==> src/rtl/nandif_pkg.sv <==
package nandif_pkg;
  localparam logic [7:0] OP_RD_SETUP   = 8'h00;
  localparam logic [7:0] OP_RD_CONFIRM = 8'h30;
  localparam logic [7:0] OP_CACHE_GO   = 8'h31;
  localparam logic [7:0] OP_CACHE_END  = 8'h3F;
  localparam logic [7:0] OP_CACHE_QUIT = 8'h34;
  localparam logic [7:0] OP_RND_SETUP  = 8'h05;
  localparam logic [7:0] OP_RND_GO     = 8'hE0;
  localparam logic [7:0] OP_IDENT      = 8'h90;
  localparam logic [7:0] OP_STATUS     = 8'h70;
  localparam logic [7:0] OP_RESET      = 8'hFF;
  localparam logic [7:0] OP_PROG_SETUP = 8'h80;

  typedef enum logic [1:0] {
    OUT_IDLE  = 2'd0,
    OUT_ARRAY = 2'd1,
    OUT_STAT  = 2'd2,
    OUT_IDENT = 2'd3
  } out_mode_e;
endpackage

==> src/rtl/nandif_seq.sv <==
module nandif_seq
  import nandif_pkg::*;
#(
  parameter int BUS_W      = 16,
  parameter int LARGE_PAGE = 1,
  parameter int WIDE_ARRAY = 1
) (
  input  logic        clk,
  input  logic        rst_n,
  input  logic        ce_n,
  input  logic        cle,
  input  logic        ale,
  input  logic        we,
  input  logic [7:0]  din_lo,
  output logic        ev_cmd,
  output logic        ev_ident,
  output logic        ev_stat,
  output logic        ev_rst,
  output logic        ev_exit,
  output logic        ev_rnd,
  output logic        ev_rd,
  output logic        ev_pg,
  output logic        ev_data,
  output logic [15:0] col_o,
  output logic [23:0] row_o
);
  localparam int CW       = (LARGE_PAGE != 0) ? 16 : 8;
  localparam int TRIG     = (LARGE_PAGE != 0) ? ((WIDE_ARRAY != 0) ? 5 : 4) : 3;
  localparam int MAX_ACYC = 5;

  logic [7:0]  cmd_q, cmd_d;
  logic [2:0]  acyc_q, acyc_d;
  logic [39:0] addr_q, addr_d;
  logic        wr, absorb;

  always_comb begin
    cmd_d    = cmd_q;
    acyc_d   = acyc_q;
    addr_d   = addr_q;
    ev_cmd   = 1'b0;
    ev_ident = 1'b0;
    ev_stat  = 1'b0;
    ev_rst   = 1'b0;
    ev_exit  = 1'b0;
    ev_rnd   = 1'b0;
    ev_rd    = 1'b0;
    ev_pg    = 1'b0;
    ev_data  = 1'b0;
    wr       = we && !ce_n;
    absorb   = (LARGE_PAGE != 0) && (cmd_q == OP_RD_SETUP) &&
               ((din_lo == OP_RD_CONFIRM) || (din_lo == OP_CACHE_GO) ||
                (din_lo == OP_CACHE_END));
    if (wr && cle) begin
      if (!absorb) begin
        cmd_d   = din_lo;
        acyc_d  = 3'd0;
        ev_cmd  = 1'b1;
        ev_stat = (din_lo == OP_STATUS);
        ev_rst  = (din_lo == OP_RESET);
        ev_exit = (din_lo == OP_CACHE_QUIT);
        ev_rnd  = (din_lo == OP_RND_GO);
      end
    end else if (wr && ale) begin
      if (acyc_q < 3'(MAX_ACYC)) begin
        addr_d[{acyc_q, 3'b000} +: 8] = din_lo;
        acyc_d = acyc_q + 3'd1;
        if ((BUS_W == 16) && (acyc_d == 3'd2))
          addr_d[CW-1:0] = {addr_d[CW-2:0], 1'b0};
        ev_ident = (acyc_d == 3'd1) && (cmd_q == OP_IDENT);
        ev_rd    = (acyc_d == 3'(TRIG)) && (cmd_q == OP_RD_SETUP);
        ev_pg    = (acyc_d == 3'(TRIG)) && (cmd_q == OP_PROG_SETUP);
      end
    end else if (wr) begin
      ev_data = (cmd_q == OP_PROG_SETUP);
    end
  end

  assign col_o = 16'(addr_d[CW-1:0]);
  assign row_o = addr_d[CW +: 24];

  always_ff @(posedge clk or negedge rst_n) begin
    if (!rst_n) begin
      cmd_q  <= OP_RESET;
      acyc_q <= 3'd0;
      addr_q <= '0;
    end else begin
      cmd_q  <= cmd_d;
      acyc_q <= acyc_d;
      addr_q <= addr_d;
    end
  end
endmodule

==> src/rtl/nandif_pbuf.sv <==
module nandif_pbuf #(
  parameter int BUS_W     = 16,
  parameter int BUF_BYTES = 64
) (
  input  logic                         clk,
  input  logic                         rst_n,
  input  logic                         rd_start,
  input  logic                         rnd_start,
  input  logic [15:0]                  col,
  input  logic                         pg_start,
  input  logic                         data_we,
  input  logic [BUS_W-1:0]             wdata,
  input  logic                         rd_adv,
  input  logic                         fill_we,
  input  logic [$clog2(BUF_BYTES)-1:0] fill_addr,
  input  logic [7:0]                   fill_data,
  output logic [BUS_W-1:0]             rdata,
  output logic                         rd_avail
);
  localparam int NB = BUS_W / 8;
  localparam int AW = $clog2(BUF_BYTES);
  localparam int PW = AW + 1;

  logic [7:0]    mem_q [BUF_BYTES];
  logic [PW-1:0] rptr_q, rptr_d, wptr_q, wptr_d, col_ptr;
  logic          wr_ok;

  assign col_ptr  = (col < 16'(BUF_BYTES)) ? col[PW-1:0] : PW'(BUF_BYTES);
  assign rd_avail = (rptr_q <= PW'(BUF_BYTES - NB));
  assign wr_ok    = (wptr_q <= PW'(BUF_BYTES - NB));

  always_comb begin
    rptr_d = rptr_q;
    if (rd_start || rnd_start)   rptr_d = col_ptr;
    else if (rd_adv && rd_avail) rptr_d = rptr_q + PW'(NB);
    wptr_d = wptr_q;
    if (pg_start)                wptr_d = col_ptr;
    else if (data_we && wr_ok)   wptr_d = wptr_q + PW'(NB);
  end

  always_ff @(posedge clk or negedge rst_n) begin
    if (!rst_n) begin
      rptr_q <= '0;
      wptr_q <= '0;
    end else begin
      rptr_q <= rptr_d;
      wptr_q <= wptr_d;
    end
  end

  always_ff @(posedge clk) begin
    for (int k = 0; k < NB; k++) begin
      if (data_we && wr_ok)
        mem_q[wptr_q[AW-1:0] + AW'(k)] <= wdata[8*k +: 8];
    end
    if (fill_we)
      mem_q[fill_addr] <= fill_data;
  end

  for (genvar k = 0; k < NB; k++) begin : g_lane
    assign rdata[8*k +: 8] = mem_q[rptr_q[AW-1:0] + AW'(k)];
  end
endmodule

==> src/rtl/nandif_front.sv <==
module nandif_front
  import nandif_pkg::*;
#(
  parameter int         BUS_W      = 16,
  parameter int         LARGE_PAGE = 1,
  parameter int         WIDE_ARRAY = 1,
  parameter int         BUF_BYTES  = 64,
  parameter logic [7:0] MFR_CODE   = 8'h2C,
  parameter logic [7:0] DEV_CODE   = 8'hCA,
  parameter logic [7:0] FILL_CODE  = 8'hA5
) (
  input  logic                         clk,
  input  logic                         rst_n,
  input  logic                         ce_n,
  input  logic                         cle,
  input  logic                         ale,
  input  logic                         wp_n,
  input  logic                         we,
  input  logic                         re,
  input  logic [BUS_W-1:0]             din,
  output logic [BUS_W-1:0]             dout,
  output logic                         load_req,
  output logic [23:0]                  load_row,
  input  logic                         fill_we,
  input  logic [$clog2(BUF_BYTES)-1:0] fill_addr,
  input  logic [7:0]                   fill_data
);
  localparam logic [7:0] ID_LAST = (LARGE_PAGE != 0) ? ((BUS_W == 16) ? 8'h55 : 8'h15) : 8'hC0;
  localparam logic [7:0] ST_RESET = 8'hE0;
  localparam logic [6:0] ST_READY = 7'h60;

  logic ev_cmd, ev_ident, ev_stat, ev_rst, ev_exit, ev_rnd, ev_rd, ev_pg, ev_data;
  logic [15:0] col;
  logic [23:0] row;
  logic [BUS_W-1:0] rdata;
  logic rd_avail, rd_fire;

  out_mode_e   mode_q, mode_d;
  logic [2:0]  idx_q, idx_d;
  logic [7:0]  status_q, status_d, id_byte;
  logic        load_req_q;
  logic [23:0] load_row_q, load_row_d;

  nandif_seq #(.BUS_W(BUS_W), .LARGE_PAGE(LARGE_PAGE), .WIDE_ARRAY(WIDE_ARRAY)) u_seq (
    .clk(clk), .rst_n(rst_n), .ce_n(ce_n), .cle(cle), .ale(ale), .we(we),
    .din_lo(din[7:0]), .ev_cmd(ev_cmd), .ev_ident(ev_ident), .ev_stat(ev_stat),
    .ev_rst(ev_rst), .ev_exit(ev_exit), .ev_rnd(ev_rnd), .ev_rd(ev_rd),
    .ev_pg(ev_pg), .ev_data(ev_data), .col_o(col), .row_o(row)
  );

  assign rd_fire = re && !ce_n && !we;

  nandif_pbuf #(.BUS_W(BUS_W), .BUF_BYTES(BUF_BYTES)) u_pbuf (
    .clk(clk), .rst_n(rst_n), .rd_start(ev_rd), .rnd_start(ev_rnd), .col(col),
    .pg_start(ev_pg), .data_we(ev_data), .wdata(din),
    .rd_adv(rd_fire && (mode_q == OUT_ARRAY)),
    .fill_we(fill_we), .fill_addr(fill_addr), .fill_data(fill_data),
    .rdata(rdata), .rd_avail(rd_avail)
  );

  always_comb begin
    mode_d = mode_q;
    idx_d  = idx_q;
    if (ev_cmd)            mode_d = OUT_IDLE;
    if (ev_stat)           mode_d = OUT_STAT;
    if (ev_rnd || ev_rd)   mode_d = OUT_ARRAY;
    if (ev_ident) begin
      mode_d = OUT_IDENT;
      idx_d  = 3'd0;
    end else if (rd_fire && (mode_q == OUT_IDENT) && (idx_q < 3'd4)) begin
      idx_d = idx_q + 3'd1;
    end
    status_d = {wp_n, status_q[6:0]};
    if (ev_rst) status_d = {wp_n, ST_READY};
    load_row_d = ev_rd ? row : load_row_q;
  end

  always_comb begin
    case (idx_q)
      3'd0:    id_byte = MFR_CODE;
      3'd1:    id_byte = DEV_CODE;
      3'd2:    id_byte = FILL_CODE;
      3'd3:    id_byte = ID_LAST;
      default: id_byte = 8'h00;
    endcase
  end

  always_ff @(posedge clk or negedge rst_n) begin
    if (!rst_n) begin
      mode_q     <= OUT_IDLE;
      idx_q      <= 3'd4;
      status_q   <= ST_RESET;
      load_req_q <= 1'b0;
      load_row_q <= '0;
    end else begin
      mode_q     <= mode_d;
      idx_q      <= idx_d;
      status_q   <= status_d;
      load_req_q <= ev_rd;
      load_row_q <= load_row_d;
    end
  end

  always_comb begin
    dout = '0;
    if (!ce_n) begin
      case (mode_q)
        OUT_STAT:  dout = BUS_W'(status_q);
        OUT_IDENT: dout = BUS_W'(id_byte);
        OUT_ARRAY: dout = rd_avail ? rdata : '0;
        default:   dout = '0;
      endcase
    end
  end

  assign load_req = load_req_q;
  assign load_row = load_row_q;
endmodule

==> config.mk <==
export PLATFORM = sky130hd
export DESIGN_NAME = nandif_front
export DESIGN_NICKNAME = d
export VERILOG_FILES = /design/src/rtl/nandif_pkg.sv /design/src/rtl/nandif_seq.sv /design/src/rtl/nandif_pbuf.sv /design/src/rtl/nandif_front.sv
export SDC_FILE = /design/constraint.sdc
export NUM_CORES = 2
export LEC_CHECK = 0
export BUFFER_PORTS_ARGS = -buffer_cell sky130_fd_sc_hd__buf_2
export CORE_ASPECT_RATIO = 1.25
export CORE_UTILIZATION = 25
export CTS_CLUSTER_SIZE = 25
export DETAILED_ROUTE_END_ITERATION = 8
export PLACE_DENSITY_LB_ADDON = 0.08
export SYNTH_ARGS = -nofsm -noshare
export SYNTH_HDL_FRONTEND = slang
export SYNTH_HIERARCHICAL = 1
export SYNTH_SLANG_ARGS = --single-unit
==> constraint.sdc <==
create_clock -name clk -period 5.9 [get_ports clk]
set_input_delay 1.18 -clock clk [delete_from_list [all_inputs] [get_ports clk]]
set_output_delay 1.18 -clock clk [all_outputs]
set_load 0.01 [all_outputs]
# Yosys cells after proc, flatten, opt, wreduce, memory -nomap -nowiden
# Memory sizes are Yosys's and may differ from the RTL's.
# Cells that the tools add are included.
# op_classes
add_sub_neg,7
order_cmp,5
eq_ne,17
shifts,2
mux,46
bitwise_logic,1
reduce_logical,29
# ops
cell,n
2-to-1 mux 40 bit,3
2-to-1 mux 16 bit,3
case mux 16 bit (3 select lines),1
bitwise mux 40 bit,1
variable shift 8 x 8 -> 40 bit (first input constant),1
indexed part select 8 x 8 -> 40 bit,1
2-to-1 mux 7 bit,5
case mux 8 bit (4 select lines),1
equality test 8 x 6 -> 1 bit (second input constant),3
equality test 8 bit (second input constant),3
2-to-1 mux 1 bit,22
2-to-1 mux 3 bit,6
less-than comparator 16 x 7 -> 1 bit (second input constant),1
adder 7 x 2 -> 7 bit (second input constant),2
less-or-equal comparator 7 x 6 -> 1 bit (second input constant),2
logical AND 1 bit,14
adder 6 x 1 -> 6 bit (second input constant),2
nonzero test 2 bit,5
equality test 3 x 2 -> 1 bit (second input constant),3
equality test 8 x 7 -> 1 bit (second input constant),1
zero test 8 bit,1
2-to-1 mux 2 bit,4
negator 6 -> 8 bit,1
adder 3 x 1 -> 3 bit (second input constant),2
other kinds (13),19
# totals
ff_bits,96
mem_bits_rw,512
input_bits,39
out_inout_bits,41
word_cells,118
memories,1
# memory_table
name,words,word_bits,read_ports,rd_clocked_by_memory_dff,wr,line,text
u_pbuf.mem_q,64,8,2,0,3,nandif_pbuf.sv:24,logic [7:0] mem_q [BUF_BYTES];

# Depth between registers and ports, before layout
# logic_depth
word_depth,10
ltp_mapped,15
mapped_depth_nobuf,11

# By module
# Netlist, hierarchy kept.
# modules_own_cells
module,instances,cells_per_inst,area_each_um2,seq_area_each_um2
nandif_pbuf,1,3453,37687.4,15725.1
nandif_seq,1,266,2802.7,1286.2
nandif_front,1,126,1520.2,778.2

# Worst setup path after synthesis
# No wires, ideal clock.
# synth_timing
kind,register to output
start,reg u_pbuf.rptr_q[0]
end,out dout[11]
t_arrival_ns,3.437
required_ns,4.720
setup_slack_ns,1.283
stages_incl_launch_ff,14
n_path_buf,6
path_cell_list,dfrtp_1 buf_2 buf_4 clkinv_1 buf_2 clkbuf_1 ha_1 buf_2 clkbuf_1 mux4_2 mux4_2 mux2i_1 mux2i_1 and2_1
# synth_between
elab_chain_cells,5
elab_cells_between_ends,6
classes_between,1 x add/sub; 1 x order compare; 3 x mux; 1 x memory
# synth_rtl
item,line,text
"start, declared",nandif_pbuf.sv:25,"logic [PW-1:0] rptr_q, rptr_d, wptr_q, wptr_d, col_ptr;"
"start signal, assigned",nandif_pbuf.sv:46,rptr_q <= rptr_d;
adder 6 x 1 -> 6 bit,nandif_pbuf.sv:61,assign rdata[8*k +: 8] = mem_q[rptr_q[AW-1:0] + AW'(k)];
memory (64 x 8 bit),n/a,
via rdata[11],nandif_front.sv:35,logic [BUS_W-1:0] rdata;
2-to-1 mux 16 bit,nandif_front.sv:110,OUT_ARRAY: dout = rd_avail ? rdata : '0;
case mux 16 bit (3 select lines),nandif_front.sv:107,case (mode_q)
2-to-1 mux 16 bit,nandif_front.sv:106,if (!ce_n) begin
"end, declared",nandif_front.sv:21,"output logic [BUS_W-1:0] dout,"
# The timed path passes the listed nets, and every way through them passes these cells.

# Final worst setup path
# layout_timing
start,reg u_pbuf.rptr_q[0]
end,out dout[0]
# layout_between
elab_chain_cells,4
elab_cells_between_ends,5
classes_between,1 x order compare; 3 x mux; 1 x memory
# layout_rtl
item,line
memory (64 x 8 bit),n/a
via rdata[0],nandif_front.sv:35
2-to-1 mux 16 bit,nandif_front.sv:110
case mux 16 bit (3 select lines),nandif_front.sv:107
2-to-1 mux 16 bit,nandif_front.sv:106
# The timed path passes the listed nets, and every way through them passes these cells.

==> results.md <==
- Final hold violation count: 0
- Startpoint types: flop
- Clock transition at path regs: 0.06 ns
- First-pass GRT wire length: 276000 µm
- Post-placement cell area: 44800 µm²
- Syn avg cell area: 10.9 µm²
- Arr. time, crit path: 4.57 ns
- Initial core utilization: 25.2%
- Hold path depth: 1
- Worst Hold Class: reg -> reg
- Setup TNS: 0 ns
- Synth warnings: 6
- CTS tree: done
- HP Start: u_seq/addr_q[30]$_DFF_PN0_
- Vias/cell: 5.49
- Final min period: 5.75 ns
- Setup bufs post-CTS: 0
- DRC: 0
- Die footprint: 170000 µm²
- Worst path max stage delay: 0.77 ns
- Family with the most delay on the worst path: multiplexers
- Cts repair resizes: 0
- All-Layer GR Usage: 23.1%
- Worst-path cell chain: buf_16 > mux4_2 > mux4_2 > o221ai_1 > o31ai_1 > nand2_1 > a21oi_1 > buf_2
- CP most frequent cell: mux4_2
- Netlist Area Pre-Place: 42000 µm²
- Switching Share: 35.7%
- DP HPWL: 137000 µm
- Initial antenna violation count: 9
- RSZ-0062 raised after global routing: no
- Highest Clock Rate: 0.174 GHz
- Fillers: 17200
- RR Endpoint: u_pbuf/mem_q[52][4]$_DFFE_PP_
- Reg2reg setup slack: 1.14 ns
- Hold_buf cts: 0
- Vias post-DR: 32900
- CTS root buf: clkbuf_16
- CP Capture Type: output port
- Worst Skew: 0.0299 ns
- Setup violators final: 0
- Worst-margin pin slew: 1.33 ns
- Core area: 166000 µm²
- Hold EP: u_seq/addr_q[30]$_DFF_PN0_
- Post-route antenna net violation count: 0
- Buf+Inv Stages, Crit Path: 2
- Mapped Cells: 3841
- Net Count, Synth: 3902
- Largest fanout on the critical path: 94
- Layout cell share with drive strength beyond 1: 20.3%
- Post-layout util: 28.5%
- Clk pwr share: 33.3%
- Grt ovf: 0
- Peak VDD IR: 259 µV
- H-tree depth: 3
- Logic pwr share: 33.8%
- Clock sink count: 608
- DIE HEIGHT: 460 µm
- Status: finished, final reports clean
- Starting DRT DRC Count: 3229
- Die width: 369 µm
- Cts bufs inserted: 80
- Count of final max-slew check failures: 0
- Num rows: 167
- Largest net degree at the start of global routing: 95
- Slowest CP cell: o221ai_1
- Worst R2R Start: u_seq/cmd_q[3]$_DFFE_PN1P_
- Slew headroom: 11.4%
- Critical path class: reg -> out
- Part of the power in registers: 32.9%
- # IOs: 80
- DR pass1 iterations: 5
- Pwr Density: 316 nW/µm²
- Area grow syn2layout: 13.1%
- Max Cap Violations: 0
- Worst Reg-to-Reg Cells: 10
- Clock buffer depth: 3
- Detailed Route WL: 199000 µm
- Nets: 3784
- Worst-skew pair later-pin latency: 0.72 ns
- Vias in the first global route: 31700
- CP Data Required Time: 4.72 ns
- Switching Power: 5350 µW
- Finished Cell Area: 47500 µm²
- Gpl congestion: 0.935
- Period utilization: 97.4%
- WL/cell: 33.3 µm
- Pleak: 0.0177 µW
- Port Buffers: 79
- Internal power: 9650 µW
area by class of cell:
class	instances	area, µm²	share of cell area (%)
Clock buffer	110	2200	4.63
Antenna cell	2	5.00	0.0105
Clock inverter	32	378	0.796
Tap cell	2197	2750	5.79
Inverter	27	101	0.213
Multi-Input combinational cell	2745	22300	46.9
Timing Repair Buffer	261	1990	4.18
Sequential cell	608	17800	37.5
how the worst max path moves through the flow:
| stage | from | end | slack [ns] | cells past startpoint |
|---|---|---|---|---|
| 2_1_floorplan | u_pbuf/rptr_q[0]$_DFFE_PN0P_ | dout[11] | 1.28 | 13 |
| 3_3_place_gp | u_pbuf/rptr_q[0]$_DFFE_PN0P_ | dout[7] | 0.85 | 11 |
| 4_1_cts | u_pbuf/rptr_q[0]$_DFFE_PN0P_ | dout[7] | 0.03 | 11 |
| 3_5_place_dp | u_pbuf/rptr_q[0]$_DFFE_PN0P_ | dout[7] | 0.83 | 11 |
| 6_report | u_pbuf/rptr_q[0]$_DFFE_PN0P_ | dout[0] | 0.15 | 8 |
| 5_1_grt | u_pbuf/rptr_q[0]$_DFFE_PN0P_ | dout[7] | 0.03 | 11 |
cells in the final DEF (no fill, tap or decap), drive strengths merged, types with 10 or more instances in the layout:
cell type  instances
a21oi            241
a211oi            10
inv               28
o22ai             12
dfrtp             86
nor3              18
and2              20
o21ai            369
a221oi            14
nor2b             13
o31ai             10
clkbuf           111
nand4             12
o211ai            21
nor2             286
mux2i            575
a2111oi           10
mux4             266
a21bo             10
dfstp             10
nor3b             19
ha                22
o221ai            20
edfxtp           512
mux2              59
nand2            466
buf              260
clkinv            24
nand3            112
a211o             16
and3              23
xnor2             11
registers in the layout, summed over array words and instances (netlist names):
register,count
u_seq/cmd_q,8
idx_q,3
status_q,1
u_pbuf/wptr_q,7
mode_q,2
load_row,24
load_req,1
u_seq/acyc_q,3
u_pbuf/mem_q,512
u_seq/addr_q,40
u_pbuf/rptr_q,7
routing by layer:
metal	up-vias	track usage, %	wire length (µm)
met2	1308	38.8	96600
li1	14200	-	-
met3	278	2.99	10600
met5	-	0	38
met4	6	9.33	8240
met1	17100	30.0	83900
per-stage QoR:
stage	std cells	setup slack (ns)	hold WS, ns	total power, µW
2_1_floorplan	3841	1.28	0.451	8070
3_3_place_gp	5837	0.851	0.464	10000
3_5_place_dp	5837	0.829	0.468	10000
4_1_cts	5979	0.0295	0.484	15100
5_1_grt	5980	0.0288	0.498	15500
6_report	5982	0.154	0.478	15000
power groups by stage:
stage	logic, µW	registers [µW]	clock network, µW
3_3_place_gp	5010	5020	0
5_1_grt	5240	4940	5270
4_1_cts	5020	4930	5160
3_5_place_dp	5000	5020	0
6_report	5070	4940	4990
2_1_floorplan	3170	4900	0
(Power assumes the default switching activity.)
